`config.mk`:
```
export PLATFORM = sky130hd
export DESIGN_NAME = pipe_hazard_ctl
export DESIGN_NICKNAME = d
export VERILOG_FILES = /design/src/rtl/hz_pkg.sv /design/src/rtl/hz_decode.sv /design/src/rtl/hz_detect.sv /design/src/rtl/hz_pipe_reg.sv /design/src/rtl/pipe_hazard_ctl.sv
export SDC_FILE = /design/constraint.sdc
export NUM_CORES = 1
export LEC_CHECK = 0
export ABC_AREA = 1
export BUFFER_PORTS_ARGS = -buffer_cell sky130_fd_sc_hd__buf_2
export CAP_MARGIN = 20
export CORE_MARGIN = 2
export CORE_UTILIZATION = 38
export CTS_CLUSTER_SIZE = 14
export DETAILED_ROUTE_END_ITERATION = 10
export PLACE_DENSITY = 0.75
export REMOVE_ABC_BUFFERS = 1
export SLEW_MARGIN = 10
export SYNTH_ARGS = -nofsm -noshare
export SYNTH_HDL_FRONTEND = slang
export SYNTH_SLANG_ARGS = --single-unit
export TNS_END_PERCENT = 30
```
`constraint.sdc`:
```
create_clock -name clk -period 1.35 [get_ports clk]
set_input_delay 0.135 -clock clk [delete_from_list [all_inputs] [get_ports clk]]
set_output_delay 0.135 -clock clk [all_outputs]
set_load 0.03 [all_outputs]
```
`src/rtl/hz_pkg.sv`:
```
package hz_pkg;

    localparam int WORD_W  = 32;
    localparam int REGNO_W = 5;
    localparam logic [WORD_W-1:0] NOP_WORD = 32'h0000_000F;

    typedef logic [REGNO_W-1:0] regno_t;

    typedef struct packed {
        logic   wr_reg;
        logic   wr_mem;
        logic   rd_mem;
        logic   is_br;
        logic   is_jmp;
        regno_t dst;
    } ctl_t;

    typedef struct packed {
        regno_t a;
        regno_t b;
    } srcs_t;

    function automatic ctl_t bubble();
        ctl_t c;
        c = '0;
        return c;
    endfunction

    function automatic logic is_nop_word(input logic [WORD_W-1:0] w);
        return w == NOP_WORD;
    endfunction

    function automatic logic reg_exempt(input regno_t r, input bit zero_hw);
        return zero_hw && (r == '0);
    endfunction

endpackage

```
`src/rtl/hz_decode.sv`:
```
module hz_decode
    import hz_pkg::*;
(
    input  logic [WORD_W-1:0] word,
    input  ctl_t              raw,
    output ctl_t              ctl,
    output logic              nop
);
    always_comb begin
        nop = is_nop_word(word);
        ctl = nop ? bubble() : raw;
    end
endmodule

```
`src/rtl/hz_detect.sv`:
```
module hz_detect
    import hz_pkg::*;
#(
    parameter bit ZERO_HARDWIRED = 1'b1
) (
    input  ctl_t  m_ctl,
    input  srcs_t srcs,
    input  logic  f_nop,
    output logic  hazard
);
    logic [1:0] hit;

    for (genvar i = 0; i < 2; i++) begin : g_cmp
        regno_t s;
        assign s      = (i == 0) ? srcs.a : srcs.b;
        assign hit[i] = (m_ctl.dst == s);
    end

    always_comb begin
        hazard = m_ctl.wr_reg && (|hit) && !f_nop
               && !reg_exempt(m_ctl.dst, ZERO_HARDWIRED);
    end
endmodule

```
`src/rtl/hz_pipe_reg.sv`:
```
module hz_pipe_reg
    import hz_pkg::*;
(
    input  logic clk,
    input  logic rst_n,
    input  logic flush,
    input  logic stall,
    input  ctl_t d,
    output ctl_t q
);
    always_ff @(posedge clk or negedge rst_n) begin
        if (!rst_n)
            q <= bubble();
        else if (flush)
            q <= bubble();
        else if (stall)
            q <= bubble();
        else
            q <= d;
    end
endmodule

```
`src/rtl/pipe_hazard_ctl.sv`:
```
module pipe_hazard_ctl
    import hz_pkg::*;
#(
    parameter bit ZERO_HARDWIRED = 1'b1
) (
    input  logic        clk,
    input  logic        rst_n,
    input  logic [31:0] f_word,
    input  logic        f_wr_reg,
    input  logic        f_wr_mem,
    input  logic        f_rd_mem,
    input  logic        f_is_br,
    input  logic        f_is_jmp,
    input  logic [4:0]  f_dst,
    input  logic [4:0]  f_src1,
    input  logic [4:0]  f_src2,
    input  logic        br_redirect,
    output logic        m_wr_reg,
    output logic        m_wr_mem,
    output logic        m_rd_mem,
    output logic        m_is_br,
    output logic        m_is_jmp,
    output logic [4:0]  m_dst,
    output logic        f_stall,
    output logic        f_flush,
    output logic        pc_en
);
    ctl_t  raw_c, f_c, m_c;
    srcs_t f_s;
    logic  f_nop, hazard;

    assign raw_c = '{wr_reg: f_wr_reg, wr_mem: f_wr_mem, rd_mem: f_rd_mem,
                     is_br: f_is_br, is_jmp: f_is_jmp, dst: f_dst};
    assign f_s   = '{a: f_src1, b: f_src2};

    hz_decode u_dec (
        .word (f_word),
        .raw  (raw_c),
        .ctl  (f_c),
        .nop  (f_nop)
    );

    hz_detect #(.ZERO_HARDWIRED(ZERO_HARDWIRED)) u_det (
        .m_ctl  (m_c),
        .srcs   (f_s),
        .f_nop  (f_nop),
        .hazard (hazard)
    );

    always_comb begin
        f_flush = br_redirect;
        f_stall = hazard && !br_redirect;
        pc_en   = !f_stall;
    end

    hz_pipe_reg u_mreg (
        .clk   (clk),
        .rst_n (rst_n),
        .flush (f_flush),
        .stall (f_stall),
        .d     (f_c),
        .q     (m_c)
    );

    assign m_wr_reg = m_c.wr_reg;
    assign m_wr_mem = m_c.wr_mem;
    assign m_rd_mem = m_c.rd_mem;
    assign m_is_br  = m_c.is_br;
    assign m_is_jmp = m_c.is_jmp;
    assign m_dst    = m_c.dst;
endmodule

```
==> flow_results.xml <==
<?xml version="1.0" encoding="UTF-8"?>
<metrics>
  <group name="power">
    <metric name="static_leak" unit="uW">0.0007435</metric>
    <metric name="power-per-cell-area" unit="nW/um2">642.0</metric>
    <metric name="power_frac_comb" unit="%">33.8</metric>
    <metric name="pwr-share-seq" unit="%">41.7</metric>
    <metric name="share_clk_of_total_power" unit="%">24.5</metric>
    <metric name="power_switching" unit="uW">250.0</metric>
    <metric name="cell_internal_power" unit="uW">538.0</metric>
    <metric name="peakVddDrop" unit="mV">0.3455</metric>
    <metric name="sw_frac_of_total" unit="%">31.73</metric>
  </group>
  <group name="run_status">
    <metric name="result_of_the_run" unit="">finished with violations</metric>
    <metric name="violations" unit="">setup timing</metric>
  </group>
  <group name="placement">
    <metric name="port-buffer-count" unit="">67</metric>
    <metric name="gpl.final_weighted_congestion" unit="">0.6774</metric>
    <metric name="preCtsSetupSlack" unit="ps">47.46</metric>
    <metric name="dp.final_hpwl" unit="um">1890</metric>
    <metric name="placed_cell_area" unit="um2">1184</metric>
  </group>
  <group name="worst_setup_path">
    <metric name="r2r_start" unit="">u_mreg.q[2]</metric>
    <metric name="timing.setup.critical_path_class" unit="">reg2out</metric>
    <metric name="cp.required" unit="ps">1220</metric>
    <metric name="critical_path_sink_type" unit="">output pin</metric>
    <metric name="crit_path_start_kind" unit="">flop</metric>
    <metric name="setup.reg_to_reg.worst_slack" unit="ps">50</metric>
    <metric name="arrival_worst_endpoint" unit="ps">1380</metric>
    <metric name="ff2ff_path_depth" unit="">6</metric>
    <metric name="critical_path.cell_chain" unit="">xor2_1 &gt; nor2_1 &gt; nand3_1 &gt; nand2_2 &gt; nand2_2 &gt; buf_4</metric>
    <metric name="regToRegEndpoint" unit="">u_mreg.q[0]</metric>
    <metric name="worstPathMaxFanout" unit="">4</metric>
    <metric name="critical-path-top-cell-by-count" unit="">nand2_2</metric>
    <metric name="worst_path_largest_cell_delay" unit="ps">420</metric>
    <metric name="critical-path-slowest-cell" unit="">dfrtp_1</metric>
  </group>
  <group name="die">
    <metric name="die_h" unit="um">50.69</metric>
    <metric name="floorplan.io_pins" unit="">68</metric>
    <metric name="floorplan.core_area" unit="um2">2002</metric>
    <metric name="dieArea" unit="um2">2569</metric>
    <metric name="starting_density_of_the_core" unit="%">41.37</metric>
    <metric name="die_x" unit="um">50.69</metric>
    <metric name="placementRows" unit="">16</metric>
  </group>
  <group name="cells_and_area">
    <metric name="final_util" unit="%">61.31</metric>
    <metric name="final_design_area_no_fill" unit="um2">1227</metric>
    <metric name="nNetsFinal" unit="">254</metric>
    <metric name="top_register" unit="">u_mreg.q</metric>
    <metric name="post_route_cells_drive_above_1_share" unit="%">44.16</metric>
    <metric name="largest_reg_flops" unit="">10</metric>
    <metric name="diodes" unit="">0</metric>
    <metric name="area_growth_syn_to_layout" unit="%">48.19</metric>
    <metric name="layout_top_registers" unit="">u_mreg.q (10)</metric>
  </group>
  <group name="clock_network">
    <metric name="ctsLongestPathBuffers" unit="">2</metric>
    <metric name="worst_skew_pair.late_latency" unit="ps">260</metric>
    <metric name="clockRootBuffer" unit="">clkbuf_4</metric>
    <metric name="tritoncts" unit="">yes</metric>
    <metric name="clock_sinks" unit="">10</metric>
    <metric name="clk_pin_slew_worst_paths" unit="ps">60</metric>
    <metric name="cts_made_buffers" unit="">3</metric>
    <metric name="htreeDepth" unit="">1</metric>
    <metric name="number_of_buffers_inserted_to_repair_setup_after_cts" unit="">0</metric>
  </group>
  <group name="sta">
    <metric name="setup_repair_after_global_routing_missed_its_margin" unit="">yes</metric>
    <metric name="report.final.hold_viol_count" unit="">0</metric>
    <metric name="layout_setup_ws" unit="ps">-167.4</metric>
    <metric name="hold_ws" unit="ps">129.6</metric>
    <metric name="timing.slew.headroom" unit="%">78.99</metric>
    <metric name="worst_slew_pin_slew" unit="ps">314.4</metric>
    <metric name="drv_slew" unit="">0</metric>
    <metric name="finalCritPeriodShare" unit="%">112.4</metric>
    <metric name="timing.clock.skew" unit="ps">0.9650</metric>
    <metric name="clock.fmax" unit="MHz">659.0</metric>
    <metric name="finalSetupViolations" unit="">2</metric>
    <metric name="finalCriticalPeriod" unit="ps">1517</metric>
  </group>
  <group name="synthesis">
    <metric name="synth_top_cells_by_area" unit="">dfrtp_1 30%, nor2_1 14%, nand2_1 11%</metric>
    <metric name="post_synth_num_cell_types" unit="">13</metric>
    <metric name="area_share_of_and_or_nand_nor_cells_after_synthesis" unit="%">35.35</metric>
    <metric name="seq_cells_post_synth" unit="">10</metric>
    <metric name="synth-compound-area-share" unit="%">10.57</metric>
    <metric name="main_combinational_cell_family_by_area_after_synthesis" unit="">simple AND/OR/NAND/NOR gates</metric>
    <metric name="synthesis.yosys.warnings" unit="">0</metric>
    <metric name="fraction_of_the_mapped_netlist_area_in_adder_cells" unit="%">0</metric>
    <metric name="synthDominantCellAreaShare" unit="%">30.21</metric>
    <metric name="yosysSeqAreaShare" unit="%">30.21</metric>
    <metric name="biggest_area_consumer_among_synthesized_cells" unit="">dfrtp_1</metric>
    <metric name="number_of_cells_produced_by_synthesis" unit="">127</metric>
    <metric name="synth_area" unit="um2">828.3</metric>
    <metric name="multiplexer_area_fraction_after_synthesis" unit="%">0</metric>
    <metric name="syn-mean-instance-area" unit="um2">6.522</metric>
    <metric name="post_synth_xor_area_fraction" unit="%">9.517</metric>
  </group>
  <group name="routing">
    <metric name="antenna_violating_nets_post_route" unit="">0</metric>
    <metric name="totalWireLength" unit="um">2236</metric>
    <metric name="drcViolationCount" unit="">0</metric>
    <metric name="drt_iter0_drc" unit="">6</metric>
    <metric name="vias_after_detailed_routing" unit="">1004</metric>
    <metric name="detailedRoute.firstPassIterationCount" unit="">4</metric>
    <metric name="post_drt_via_cell_ratio" unit="">4.482</metric>
    <metric name="routed_len_inst" unit="um">9.982</metric>
  </group>
  <group name="global_route">
    <metric name="grt_pass1_wl" unit="um">3684</metric>
    <metric name="grt_max_degree" unit="">11</metric>
    <metric name="antenna_violations_before_repair" unit="">0</metric>
    <metric name="grt_usage" unit="%">18.44</metric>
    <metric name="grt.overflow.total" unit="">0</metric>
    <metric name="grt_pass1_vias" unit="">940</metric>
  </group>
  <group name="min_path">
    <metric name="min_path_cells" unit="">3</metric>
    <metric name="min_to" unit="">u_mreg.q[8]</metric>
    <metric name="critical_hold_path_startpoint" unit="">f_wr_mem</metric>
    <metric name="min_path_type" unit="">in2reg</metric>
  </group>
  <group name="flow_run">
    <metric name="max-cap-violations" unit="">0</metric>
  </group>
</metrics>
[cells in the mapped netlist (all sizes together)]
cell type / number
a21oi: 10
nand2: 26
clkbuf: 2
inv: 22
buf: 2
xnor2: 2
nand3: 16
nor2: 30
xor2: 7
dfrtp: 10
[final cells by class]
class	instances	area (um2)
Fill cell	198	774.5
Tap cell	27	33.78
Clock buffer	3	22.52
Sequential cell	10	250.2
Inverter	22	82.58
Multi-Input combinational cell	91	461.7
Timing Repair Buffer	71	376.6
[worst max path at each step]
| stage | from | to | slack [ps] | cells after the start |
|---|---|---|---|---|
| after CTS | u_mreg.q[3] | f_stall | -170 | 7 |
| final | u_mreg.q[2] | pc_en | -170 | 6 |
| after global placement | u_mreg.q[1] | f_stall | 80 | 7 |
| after detailed placement | u_mreg.q[2] | f_stall | 50 | 7 |
| after global routing | u_mreg.q[1] | f_stall | -260 | 7 |
| after floorplan | u_mreg.q[2] | f_stall | -970 | 6 |
[cells by family after synthesis]
family / after synthesis
xor+xnor: 9
flops: 10
simple gates: 72
buf+inv: 26
compound gates: 10
[cell usage in the layout (no fill, tap or decap), types with 3 or more instances in the layout]
cell type / synthesis / routed
dfrtp_1: 10 / 10
buf_4: 1 / 4
xor2_1: 7 / 7
nand2_1: 25 / 24
buf_2: 0 / 65
clkbuf_4: 0 / 3
nand3_1: 16 / 16
a21oi_2: 10 / 10
nor2_1: 30 / 30
inv_1: 22 / 20
[what timing repair did]
action / in CTS / in global routing
pin swaps: 9 / 5
gates resized for setup: 5 / 1
hold buffers: 1 / 0
endpoints found under the hold margin: 10 / 0
setup endpoints to repair: 2 / 12
[power groups by stage]
stage,combinational (uW),clock [uW],sequential (uW)
2_1_floorplan,98.3,0,365
3_3_place_gp,256,0,332
3_5_place_dp,263,0,334
4_1_cts,268,197,329
5_1_grt,298,204,331
6_report,266,193,329
[through the flow]
step / std cells / total power (uW) / setup TNS, ps
final: 224 / 788.0 / -334.5
after detailed placement: 220 / 597.1 / 0
after global routing: 224 / 833.2 / -809.7
after floorplan: 123 / 463.7 / -4785
after global placement: 220 / 587.7 / 0
after CTS: 224 / 793.4 / -337.8
[critical path: cells and delay by family, from the launching register on]
kind / cells / cell delay [ps]
flops: 1 / 420
simple gates: 4 / 370
buf+inv: 1 / 170
xor+xnor: 1 / 160
[routing by layer]
layer  GRT usage (%)  share of wire, %  vias up
li1                -                 -      524
met4           6.306              0.40        0
met3          0.8929               5.5        2
met5               0                 0        -
met1           21.38                42      442
met2           35.53                51       36
No activity file was read; power rests on OpenSTA's default activity.
